<file path="config.mk">
export PLATFORM = sky130hd
export DESIGN_NAME = mode_bank_swap
export DESIGN_NICKNAME = d
export VERILOG_FILES = /design/src/rtl/mbs_pkg.sv /design/src/rtl/mbs_mode_decode.sv /design/src/rtl/mbs_bank_store.sv /design/src/rtl/mode_bank_swap.sv
export SDC_FILE = /design/constraint.sdc
export NUM_CORES = 1
export LEC_CHECK = 0
export BUFFER_PORTS_ARGS = -buffer_cell sky130_fd_sc_hd__buf_2
export CAP_MARGIN = 20
export CORE_MARGIN = 8
export CORE_UTILIZATION = 30
export DETAILED_ROUTE_END_ITERATION = 10
export PLACE_DENSITY = 0.54
export SLEW_MARGIN = 20
export SYNTH_ARGS = -nofsm -noshare
export SYNTH_HDL_FRONTEND = slang
export SYNTH_HIERARCHICAL = 1
export SYNTH_SLANG_ARGS = --single-unit
export TNS_END_PERCENT = 10
</file>
<file path="constraint.sdc">
create_clock -name clk -period 5.2 [get_ports clk]
set_input_delay 0.52 -clock clk [delete_from_list [all_inputs] [get_ports clk]]
set_output_delay 0.52 -clock clk [all_outputs]
set_load 0.02 [all_outputs]
</file>
<file path="src/rtl/mbs_pkg.sv">
package mbs_pkg;
   localparam int MBS_MODE_W = 5;
   typedef logic [MBS_MODE_W-1:0] mbs_mode_t;

   localparam mbs_mode_t MBS_USER   = 5'h10;
   localparam mbs_mode_t MBS_SYSUSR = 5'h1F;
   localparam mbs_mode_t MBS_PRIV   = 5'h13;
   localparam mbs_mode_t MBS_TRAP   = 5'h17;
   localparam mbs_mode_t MBS_EXT    = 5'h1B;
   localparam mbs_mode_t MBS_IRQ    = 5'h12;

   localparam int MBS_NUM_CODES = 6;
   localparam int MBS_NUM_BANKS = 5;
endpackage

</file>
<file path="src/rtl/mbs_mode_decode.sv">
module mbs_mode_decode
   import mbs_pkg::*;
#(
   parameter int        MODE_W    = MBS_MODE_W,
   parameter int        NUM_BANKS = MBS_NUM_BANKS,
   parameter mbs_mode_t C_USER    = MBS_USER,
   parameter mbs_mode_t C_SYSUSR  = MBS_SYSUSR,
   parameter mbs_mode_t C_PRIV    = MBS_PRIV,
   parameter mbs_mode_t C_TRAP    = MBS_TRAP,
   parameter mbs_mode_t C_EXT     = MBS_EXT,
   parameter mbs_mode_t C_IRQ     = MBS_IRQ,
   localparam int       BANK_W    = (NUM_BANKS > 1) ? $clog2(NUM_BANKS) : 1
) (
   input  logic [MODE_W-1:0] mode,
   output logic              legal,
   output logic [BANK_W-1:0] bank
);
   localparam int N = MBS_NUM_CODES;
   localparam logic [MODE_W-1:0] CODE_TBL [N] = '{
      MODE_W'(C_USER), MODE_W'(C_SYSUSR), MODE_W'(C_PRIV),
      MODE_W'(C_TRAP), MODE_W'(C_EXT),    MODE_W'(C_IRQ)};
   localparam int BANK_TBL [N] = '{0, 0, 1, 2, 3, 4};

   logic [N-1:0] hit;

   for (genvar i = 0; i < N; i++) begin : g_code
      if (BANK_TBL[i] >= NUM_BANKS) begin : g_bad_bank
         $error("mbs_mode_decode: bank table entry beyond NUM_BANKS");
      end
      for (genvar j = i + 1; j < N; j++) begin : g_dup
         if (CODE_TBL[i] == CODE_TBL[j]) begin : g_dup_err
            $error("mbs_mode_decode: two mode codes are equal");
         end
      end
      assign hit[i] = (mode == CODE_TBL[i]);
   end

   always_comb begin
      legal = |hit;
      bank  = '0;
      for (int i = 0; i < N; i++) begin
         if (hit[i]) bank = bank | BANK_W'(BANK_TBL[i]);
      end
   end
endmodule

</file>
<file path="src/rtl/mbs_bank_store.sv">
module mbs_bank_store #(
   parameter int DATA_W    = 32,
   parameter int NUM_BANKS = 5,
   localparam int BANK_W   = (NUM_BANKS > 1) ? $clog2(NUM_BANKS) : 1
) (
   input  logic              clk,
   input  logic              rst_n,
   input  logic              wr_en,
   input  logic [BANK_W-1:0] wr_idx,
   input  logic [DATA_W-1:0] wr_r29,
   input  logic [DATA_W-1:0] wr_r30,
   input  logic [DATA_W-1:0] wr_sts,
   input  logic [BANK_W-1:0] rd_idx,
   output logic [DATA_W-1:0] rd_r29,
   output logic [DATA_W-1:0] rd_r30,
   output logic [DATA_W-1:0] rd_sts
);
   logic [DATA_W-1:0] b29 [NUM_BANKS];
   logic [DATA_W-1:0] b30 [NUM_BANKS];
   logic [DATA_W-1:0] bst [NUM_BANKS];
   logic [NUM_BANKS-1:0] we;
   logic [NUM_BANKS-1:0] sel;

   for (genvar g = 0; g < NUM_BANKS; g++) begin : g_sel
      assign we[g]  = wr_en && (wr_idx == BANK_W'(g));
      assign sel[g] = (rd_idx == BANK_W'(g));
   end

   always_ff @(posedge clk or negedge rst_n) begin
      if (!rst_n) begin
         for (int k = 0; k < NUM_BANKS; k++) begin
            b29[k] <= '0;
            b30[k] <= '0;
            bst[k] <= '0;
         end
      end else begin
         for (int k = 0; k < NUM_BANKS; k++) begin
            if (we[k]) begin
               b29[k] <= wr_r29;
               b30[k] <= wr_r30;
               bst[k] <= wr_sts;
            end
         end
      end
   end

   always_comb begin
      rd_r29 = '0;
      rd_r30 = '0;
      rd_sts = '0;
      for (int k = 0; k < NUM_BANKS; k++) begin
         if (sel[k]) begin
            rd_r29 = b29[k];
            rd_r30 = b30[k];
            rd_sts = bst[k];
         end
      end
   end
endmodule

</file>
<file path="src/rtl/mode_bank_swap.sv">
module mode_bank_swap
   import mbs_pkg::*;
#(
   parameter int        DATA_W    = 32,
   parameter int        NUM_BANKS = MBS_NUM_BANKS,
   parameter mbs_mode_t C_USER    = MBS_USER,
   parameter mbs_mode_t C_SYSUSR  = MBS_SYSUSR,
   parameter mbs_mode_t C_PRIV    = MBS_PRIV,
   parameter mbs_mode_t C_TRAP    = MBS_TRAP,
   parameter mbs_mode_t C_EXT     = MBS_EXT,
   parameter mbs_mode_t C_IRQ     = MBS_IRQ
) (
   input  logic              clk,
   input  logic              rst_n,
   input  logic              sw_req,
   input  logic [4:0]        req_mode,
   input  logic [DATA_W-1:0] live_r29,
   input  logic [DATA_W-1:0] live_r30,
   input  logic [DATA_W-1:0] live_sts,
   output logic [DATA_W-1:0] out_r29,
   output logic [DATA_W-1:0] out_r30,
   output logic [DATA_W-1:0] out_sts,
   output logic [4:0]        cur_mode,
   output logic              done,
   output logic              illegal_mode
);
   localparam int BANK_W = (NUM_BANKS > 1) ? $clog2(NUM_BANKS) : 1;

   if (DATA_W < 1) begin : g_bad_width
      $error("mode_bank_swap: DATA_W must be positive");
   end
   if (NUM_BANKS < MBS_NUM_BANKS) begin : g_bad_banks
      $error("mode_bank_swap: NUM_BANKS too small for the mode table");
   end

   logic              req_legal;
   logic [BANK_W-1:0] req_bank;
   logic [BANK_W-1:0] cur_bank;
   logic              do_swap;
   logic              bad_req;
   logic [DATA_W-1:0] rd_r29, rd_r30, rd_sts;
   logic [DATA_W-1:0] nx_r29, nx_r30, nx_sts;

   mbs_mode_decode #(
      .MODE_W(MBS_MODE_W), .NUM_BANKS(NUM_BANKS),
      .C_USER(C_USER), .C_SYSUSR(C_SYSUSR), .C_PRIV(C_PRIV),
      .C_TRAP(C_TRAP), .C_EXT(C_EXT), .C_IRQ(C_IRQ)
   ) u_dec (
      .mode (req_mode),
      .legal(req_legal),
      .bank (req_bank)
   );

   assign do_swap = sw_req && req_legal && (req_mode != cur_mode);
   assign bad_req = sw_req && !req_legal;

   mbs_bank_store #(.DATA_W(DATA_W), .NUM_BANKS(NUM_BANKS)) u_store (
      .clk   (clk),
      .rst_n (rst_n),
      .wr_en (do_swap),
      .wr_idx(cur_bank),
      .wr_r29(live_r29),
      .wr_r30(live_r30),
      .wr_sts(live_sts),
      .rd_idx(req_bank),
      .rd_r29(rd_r29),
      .rd_r30(rd_r30),
      .rd_sts(rd_sts)
   );

   // Save precedes load: a shared bank hands back what is being saved now.
   always_comb begin
      if (req_bank == cur_bank) begin
         nx_r29 = live_r29;
         nx_r30 = live_r30;
         nx_sts = live_sts;
      end else begin
         nx_r29 = rd_r29;
         nx_r30 = rd_r30;
         nx_sts = rd_sts;
      end
   end

   always_ff @(posedge clk or negedge rst_n) begin
      if (!rst_n) begin
         out_r29      <= '0;
         out_r30      <= '0;
         out_sts      <= '0;
         cur_mode     <= C_USER;
         cur_bank     <= '0;
         done         <= 1'b0;
         illegal_mode <= 1'b0;
      end else begin
         done         <= do_swap;
         illegal_mode <= bad_req;
         if (do_swap) begin
            out_r29  <= nx_r29;
            out_r30  <= nx_r30;
            out_sts  <= nx_sts;
            cur_mode <= req_mode;
            cur_bank <= req_bank;
         end
      end
   end
endmodule

</file>
* Word level (Yosys, flattened, before mapping)
Cells that the tools add are included.
Word-level totals: bits of input ports 104, output and inout bits 103, word-level logic and storage cells 72, register bits 586
Cells by class: equality and inequality tests 16, multiplexer cells 22, reduce and logical (&&, ||, !) cells 12
Operators with widths (number):
- 2-to-1 mux 32 bit | 18
- == test 5 bit (second input constant) | 6
- == test 3 x 2 -> 1 bit (second input constant) | 4
- logical AND 1 bit | 8
- == test 3 x 1 -> 1 bit (second input constant) | 2
- == test 3 bit (second input constant) | 2
- logical NOT 3 bit | 2
- OR reduction 6 bit | 1
- inequality test 5 bit | 1
- 2-to-1 mux 2 bit | 2
- == test 3 bit | 1
- 2-to-1 mux 3 bit | 1
- logical NOT 1 bit | 1
- 2-to-1 mux 1 bit | 1

* Longest topological paths before layout
Gate-level depths: netlist of the first run.
depth after elaboration 12, gate-level depth with buffers 11, mapped depth without buffers 7

* Cells and area by module
Netlist of the first run, hierarchy kept.
Modules (own cells, without submodules):
- mbs_bank_store | area an instance 21423.0 um^2, cells an instance 1577, instances 1
- mode_bank_swap | area an instance 5293.8 um^2, cells an instance 340, instances 1
- mbs_mode_decode | area an instance 57.6 um^2, cells an instance 9, instances 1

* Worst setup path after synthesis of the first run
Ideal clock, no wire load.
kind input-to-reg, start input port req_mode[4], end register u_store/b29[128] (netlist bit), arrival 2880 ps, buffers on the path 4, cell stages on the path 10, path slack 2196 ps, setup time 125 ps, cells stage by stage inv_1 o41ai_1 nand2_1 a31oi_2 buf_4 buf_2 nor4b_4 buf_2 buf_4 mux2_2
On the way: longest elaborated chain between the ends 5, elaborated cells between the ends (all ways) 11, classes of those cells 7 x eq/ne; 4 x reduce/logical
RTL lines:
- from (decl) | RTL line mode_bank_swap.sv:16 | input logic [4:0] req_mode,
- == test 5 bit | RTL line mbs_mode_decode.sv:35 | assign hit[i] = (mode == CODE_TBL[i]);
- OR reduction 6 bit (*) | RTL line mbs_mode_decode.sv:39 | legal = |hit;
- via req_legal | RTL line mode_bank_swap.sv:36 | logic req_legal;
- logical AND 1 bit (*) (2 in a row) | RTL line mode_bank_swap.sv:54 | assign do_swap = sw_req && req_legal && (req_mode != cur_mode);
- via do_swap | RTL line mode_bank_swap.sv:39 | logic do_swap;
- logical AND 1 bit (*) | RTL line mbs_bank_store.sv:25 | assign we[g] = wr_en && (wr_idx == BANK_W'(g));
- to (signal, indexed assignment) | RTL line mbs_bank_store.sv:39 | b29[k] <= wr_r29;
- to (decl) | RTL line mbs_bank_store.sv:18 | logic [DATA_W-1:0] b29 [NUM_BANKS];
Mark *: on every way through the listed nets, which the timed path passes. The rest lies on a longest branch. A chain may end at the register's enable or synchronous reset.

* Worst setup path in the final report of the first run
start register cur_mode[0], end register u_store/b29[43] (netlist bit)
On the way: longest elaborated chain between the ends 3
RTL lines:
- from (decl) | RTL line mode_bank_swap.sv:23 | output logic [4:0] cur_mode,
- from (signal assigned) | RTL line mode_bank_swap.sv:100 | cur_mode <= req_mode;
- inequality test 5 bit | RTL line mode_bank_swap.sv:54
- logical AND 1 bit | RTL line mode_bank_swap.sv:54
- logical AND 1 bit | RTL line mbs_bank_store.sv:25
Every way passes these cells.

==> impl_metrics.py, run 1 <==
metrics = {
    "outcome": {
        "status": "complete, no violations",
    },
    "global_routing": {
        "grt_max_degree": 148,
        "grt_pass1_wl_mm": 114,
        "grt_overflow": 0,
        "grt_use_total": 0.146,
        "grt_antenna_before_repair": 13,
        "grt_pass1_vias": 18700,
    },
    "finish": {
        "final_common_cell": "mux2_2",
        "fin_util": 0.355,
        "final_cell_mix": "mux2_2 (708), dfrtp_1 (585), buf_2 (205), nand2_1 (99)",
        "multiInputGateArea_um2": 11400,
        "layout.nets": 2199,
        "final_area_um2": 31400,
        "nFillCells": 8541,
        "drive_above_1_share": 0.516,
        "synthToLayoutAreaGrowth_pct": 17.3,
        "seqCellArea_um2": 14700,
    },
    "timing": {
        "rsz0062_at_grt": "no",
        "fmax_mhz": 335,
        "drv_slew": 0,
        "worstMarginPinSlew_ns": 1.10,
        "fin_worst_skew_ns": 0.0182,
        "holdWs_ns": 0.187,
        "setup-violations-final": 0,
        "finalCriticalPeriod_ns": 2.98,
        "hold_violations": 0,
        "finalSetupTns_ns": 0,
        "fin_crit_sh": 0.574,
        "max-slew-margin-rel": 0.266,
    },
    "place": {
        "hpwl_mm": 40.6,
        "place_area_um2": 29100,
        "gp_congestion": 0.713,
        "port_buffers": 206,
    },
    "critical_path": {
        "cp_top_family": "buffers and inverters",
        "crit_type": "reg2reg",
        "end_kind": "register",
        "worstPathCellList": "xor2_1 -> nor3_1 -> a31oi_4 -> nand4b_1 -> buf_4 -> buf_4 -> mux2_2",
        "cp_max_fo": 33,
        "cp_common_cell": "buf_4",
        "cpMaxStageDelayCell": "buf_4",
        "path_buf_inv": 2,
        "worstPathArrival_ns": 3.45,
        "worstPathRequired_ns": 5.67,
        "start_kind": "register",
        "cpPeakStageDelay_ns": 0.56,
    },
    "clocking": {
        "cts_sinks": 586,
        "numCtsBuffers": 71,
        "clock_path_buffers": 3,
        "clock_latency_ns": 0.60,
        "clk_pin_slew_ns": 0.06,
        "clockRootBuffer": "clkbuf_16",
        "cts_tree": "built",
        "htree_levels": 3,
        "cts_setup_buffers": 0,
    },
    "logic_synthesis": {
        "synth_seq_cells": 586,
        "postSynthCellCount": 1926,
        "yosys_warnings": 6,
        "avgSynthCellArea_um2": 13.9,
        "yosysSeqAreaShare": 0.548,
        "ys_types": 31,
        "syn-num-nets": 2030,
        "synth_area_um2": 26800,
    },
    "drt": {
        "drc": 0,
        "antenna_left": 0,
        "wire_per_inst_um": 22.0,
        "via_count": 16800,
        "via_per_inst": 5.05,
        "dr.pass1.iters": 5,
        "wirelength_mm": 73.0,
        "drtIter0Drc": 964,
    },
    "pwr": {
        "power_mw": 13.6,
        "vdd_ir_drop_max_mv": 0.325,
        "power_leakage_nw": 14.6,
        "power_density_nw_per_um2": 435,
    },
    "floorplan": {
        "die_x_um": 315,
        "row_count": 109,
        "io_pins": 207,
        "die_height_um": 315,
        "core_area_um2": 88400,
        "die_area_um2": 99100,
        "start_util": 0.303,
    },
    "job": {
        "maxCapViolCount": 0,
    },
    "worst_hold_path": {
        "hold_class": "in2reg",
    },
}
[metal layers]
layer	GRT usage	routed length, um	vias up
met5	0	80	-
met4	0.0375	1450	12
met3	0.0321	3520	109
met2	0.233	33800	338
met1	0.201	34100	8894
li1	-	-	7402
[cells in the mapped netlist]
library cell,count,area [um2]
mux2_2,708,7970
dfrtp_1,585,14600
nand2_1,99,372
nor2_1,98,368
a31oi_1,96,601
a32oi_1,96,841
buf_2,65,325
clkbuf_1,50,188
mux2_4,39,586
mux2_1,29,327
buf_6,14,158
buf_4,13,97.6
xor2_1,6,52.6
buf_1,3,11.3
nor3_2,3,30.0
xnor2_1,3,26.3
nor2b_1,2,12.5
nor3_1,2,10.0
nor4bb_1,2,20.0
or3b_1,2,17.5
a31oi_2,1,12.5
and3b_1,1,8.76
clkbuf_2,1,5.00
dfstp_2,1,26.3
inv_1,1,3.75
nand3_1,1,5.00
nand4b_1,1,8.76
nor2_2,1,6.26
nor3b_2,1,12.5
nor4b_4,1,23.8
o41ai_1,1,8.76
[path summary, 6_finish.rpt]
| kind | from | to | slack [ns] | depth (start not counted) |
|---|---|---|---|---|
| max reg2reg | cur_mode[0] | u_store/b29[43] | 2.22 | 7 |
| max | cur_mode[0] | u_store/b29[43] | 2.22 | 7 |
| min in group asynchronous | rst_n | out_sts[27] | 0.55 | 2 |
| min reg2reg | u_store/b29[104] | u_store/b29[104] | 0.50 | 1 |
| min | sw_req | illegal_mode | 0.19 | 2 |
| max in group asynchronous | rst_n | out_r29[15] | 3.33 | 3 |
[power breakdown]
| part | internal (mW) | switching (mW) | total, mW |
|---|---|---|---|
| combinational | 1.45 | 1.39 | 2.84 |
| sequential | 5.43 | 0.476 | 5.90 |
| clock | 3.00 | 1.91 | 4.91 |
| total | 9.88 | 3.77 | 13.6 |
[layout make-up]
class,instances,share of cell area
Inverter,1,0.000120
Clock buffer,107,0.0674
Sequential cell,586,0.467
Antenna cell,4,0.000319
Tap cell,1165,0.0464
Multi-Input combinational cell,1193,0.363
Clock inverter,17,0.00661
Timing Repair Buffer,242,0.0486
[through the flow]
step           worst slack, ns  instances
2_1_floorplan             2.20       1926
3_3_place_gp              1.75       3186
3_5_place_dp              1.75       3186
4_1_cts                   2.22       3311
5_1_grt                   2.03       3312
6_report                  2.22       3315
[cells by family after synthesis]
kind of cell / after synthesis / share of synthesized area
flops: 586 / 0.548
xor+xnor: 9 / 0.00294
compound gates: 194 / 0.0546
simple gates: 214 / 0.0334
buf+inv: 147 / 0.0294
mux: 776 / 0.332
[state kept, by name, indices dropped and copies added, names as in the netlist]
| signal | cells |
|---|---|
| out_sts | 32 |
| out_r29 | 32 |
| u_store/b29 | 160 |
| u_store/b30 | 160 |
| done | 1 |
| cur_bank | 3 |
| out_r30 | 32 |
| cur_mode | 5 |
| u_store/bst | 160 |
| illegal_mode | 1 |
[what timing repair did]
item                                    4_1_cts  5_1_grt
gates resized for setup                       0        0
endpoints found under the setup margin        0        0
hold endpoints to repair                     84        0
hold buffers                                  1        0
Power figures use the tool's default switching activity.
==> inputs of run 2 (changes only) <==
--- a/config.mk
+++ b/config.mk
@@ -5,12 +5,13 @@
 export SDC_FILE = /design/constraint.sdc
 export NUM_CORES = 1
 export LEC_CHECK = 0
+export ABC_AREA = 1
 export BUFFER_PORTS_ARGS = -buffer_cell sky130_fd_sc_hd__buf_2
 export CAP_MARGIN = 20
 export CORE_MARGIN = 8
 export CORE_UTILIZATION = 30
 export DETAILED_ROUTE_END_ITERATION = 10
-export PLACE_DENSITY = 0.54
+export PLACE_DENSITY = 0.55
 export SLEW_MARGIN = 20
 export SYNTH_ARGS = -nofsm -noshare
 export SYNTH_HDL_FRONTEND = slang
==> constraint.sdc (replaced) <==
create_clock -name clk -period 2.5 [get_ports clk]
set_input_delay 0.25 -clock clk [delete_from_list [all_inputs] [get_ports clk]]
set_output_delay 0.25 -clock clk [all_outputs]
set_load 0.02 [all_outputs]
==> impl_metrics.py, run 2 <==
metrics = {
    "outcome": {
        "status": "complete, no violations",
    },
    "floorplan": {
        "die_area_um2": 99800,
        "die_height_um": 316,
        "die_x_um": 316,
        "start_util": 0.301,
        "row_count": 110,
        "core_area_um2": 89600,
        "io_pins": 207,
    },
    "clocking": {
        "numCtsBuffers": 71,
        "cts_setup_buffers": 0,
        "clk_pin_slew_ns": 0.05,
        "cts_sinks": 586,
        "htree_levels": 3,
        "clockRootBuffer": "clkbuf_16",
        "clock_latency_ns": 0.61,
        "clock_path_buffers": 3,
        "cts_tree": "built",
    },
    "finish": {
        "final_area_um2": 33200,
        "fin_util": 0.370,
        "reg_top3": "u_store/b29 x160, u_store/b30 x160, u_store/bst x160",
        "final_cell_mix": "nand2_1 (1192), dfrtp_1 (585), o21ai_0 (481), nand3_1 (294), inv_1 (209)",
        "synthToLayoutAreaGrowth_pct": 22.9,
        "final_common_cell": "nand2_1",
        "nFillCells": 9296,
        "drive_above_1_share": 0.119,
        "layout.nets": 3750,
        "n_antenna_cell": 0,
    },
    "pwr": {
        "vdd_ir_drop_max_mv": 0.450,
        "power_density_nw_per_um2": 834,
        "power_leakage_nw": 16.3,
    },
    "timing": {
        "drv_slew": 0,
        "fin_crit_sh": 0.920,
        "finalSetupTns_ns": 0,
        "hold_violations": 0,
        "holdWs_ns": 0.0330,
        "max-slew-margin-rel": 0.411,
        "fin_worst_skew_ns": 0.0246,
        "finalCriticalPeriod_ns": 2.30,
        "worstMarginPinSlew_ns": 0.884,
        "rsz0062_at_grt": "no",
        "setup-violations-final": 0,
        "fmax_mhz": 435,
    },
    "critical_path": {
        "worstPathRequired_ns": 3.03,
        "cpPeakStageDelay_ns": 0.53,
        "end_kind": "register",
        "cpMaxStageDelayCell": "dlygate4sd3_1",
        "worstPathArrival_ns": 2.83,
        "cp_max_fo": 9,
        "cp_top_family": "buffers and inverters",
        "start_kind": "input pin",
        "worstPathCellList": "dlygate4sd3_1 -> buf_2 -> nand2_2 -> nor2_4 -> inv_1 -> a21oi_2 -> buf_12 -> clkinv_2 -> nor3_4 -> buf_4 -> buf_4 -> nand2_1 -> nand3_1 -> nand2_1 -> nand2_1 -> nand3_1 -> nand2_1",
        "crit_type": "in2reg",
        "path_buf_inv": 7,
        "cp_common_cell": "nand2_1",
    },
    "global_routing": {
        "grt_pass1_wl_mm": 135,
        "grt_max_degree": 104,
        "grt_antenna_before_repair": 0,
        "grt_use_total": 0.168,
        "grt_overflow": 0,
        "grt_pass1_vias": 23400,
    },
    "logic_synthesis": {
        "synthMostInstantiatedCell": "nand2_1",
        "postSynthCellCount": 3444,
        "synthTopCellsByArea": "dfrtp_1 (54%), nand2_1 (17%), o21ai_0 (8.9%)",
        "synth_top_area_cell": "dfrtp_1",
        "ys_types": 26,
        "synth_area_um2": 27000,
        "yosysSeqAreaShare": 0.543,
        "synthArstFlopShare": 1.00,
        "synth-main-ff-cell": "dfrtp_1",
        "yosys_warnings": 6,
        "synth_seq_cells": 586,
        "synth_top_area_share": 0.542,
        "avgSynthCellArea_um2": 7.84,
        "synth_edf_count": 0,
        "synth_commonest_cells": "nand2_1 (1195), dfrtp_1 (585), o21ai_0 (481)",
        "syn-num-nets": 3548,
    },
    "place": {
        "hpwl_mm": 51.0,
        "port_buffers": 206,
        "gp_congestion": 0.763,
        "place_area_um2": 30100,
    },
    "drt": {
        "antenna_left": 0,
        "wirelength_mm": 83.8,
        "dr.pass1.iters": 5,
        "via_count": 23400,
        "drc": 0,
        "via_per_inst": 4.80,
        "drtIter0Drc": 1850,
        "wire_per_inst_um": 17.2,
    },
    "job": {
        "maxCapViolCount": 0,
    },
    "worst_hold_path": {
        "hold_class": "in2reg",
    },
}
## run 2: path summary, 6_finish.rpt
check / start / to / slack [ns] / cells after the start
worst max-delay path: req_mode[1] / out_sts[23] / 0.20 / 17
min in group asynchronous: rst_n / u_store/bst[62] / 0.22 / 2
worst max register to register: cur_mode[4] / u_store/b30[114] / 0.34 / 13
worst min-delay path: live_r29[1] / u_store/b29[1] / 0.03 / 3
worst min register to register: out_r30[14] / out_r30[14] / 0.47 / 2
max in group asynchronous: rst_n / u_store/b29[141] / 1.37 / 3
## run 2: cell type report
class	instances	area (um2)	area share
Clock buffer	103	2070	0.0624
Clock inverter	20	184	0.00554
Inverter	215	816	0.0246
Multi-Input combinational cell	2383	10600	0.320
Sequential cell	586	14700	0.442
Tap cell	1176	1470	0.0444
Timing Repair Buffer	389	3370	0.101
## run 2: metrics by stage
stage	instances	total power, mW	worst slack (ns)
6_report	4872	27.7	0.201
5_1_grt	4872	29.4	0.0410
4_1_cts	4872	28.1	0.138
3_5_place_dp	4669	17.8	0.0420
3_3_place_gp	4669	17.7	0.0960
2_1_floorplan	3444	15.6	0.0700
## run 2: logic make-up after synthesis
logic type,count (synthesis),share of synthesized area
DFF,586,0.543
AOI/OAI and AO/OA,483,0.0897
buffers and inverters,475,0.0685
xor gates and xnor gates,3,0.00125
and+or+nand+nor,1897,0.297
## run 2: worst min-delay path, cell delays in order
cell	delay, ns
buf_2	0.09
inv_1	0.10
o21ai_0	0.16
## run 2: where the power goes
group | internal, mW | switching [mW]
Sequential | 11.1 | 0.888
Clock | 5.95 | 4.10
Combinational | 2.05 | 3.53
Total | 19.1 | 8.52
## run 2: what timing repair did
item	CTS	global route
hold endpoints to repair	319	0
setup endpoints to repair	0	72
gates resized for setup	0	2
hold buffers	80	0
## run 2: metal layers
metal	global-route usage	up-vias	routed length [um]
met4	0.0435	0	1600
met2	0.262	533	36700
met3	0.0261	107	4220
li1	-	11600	-
met1	0.242	11200	41200
met5	0	-	0
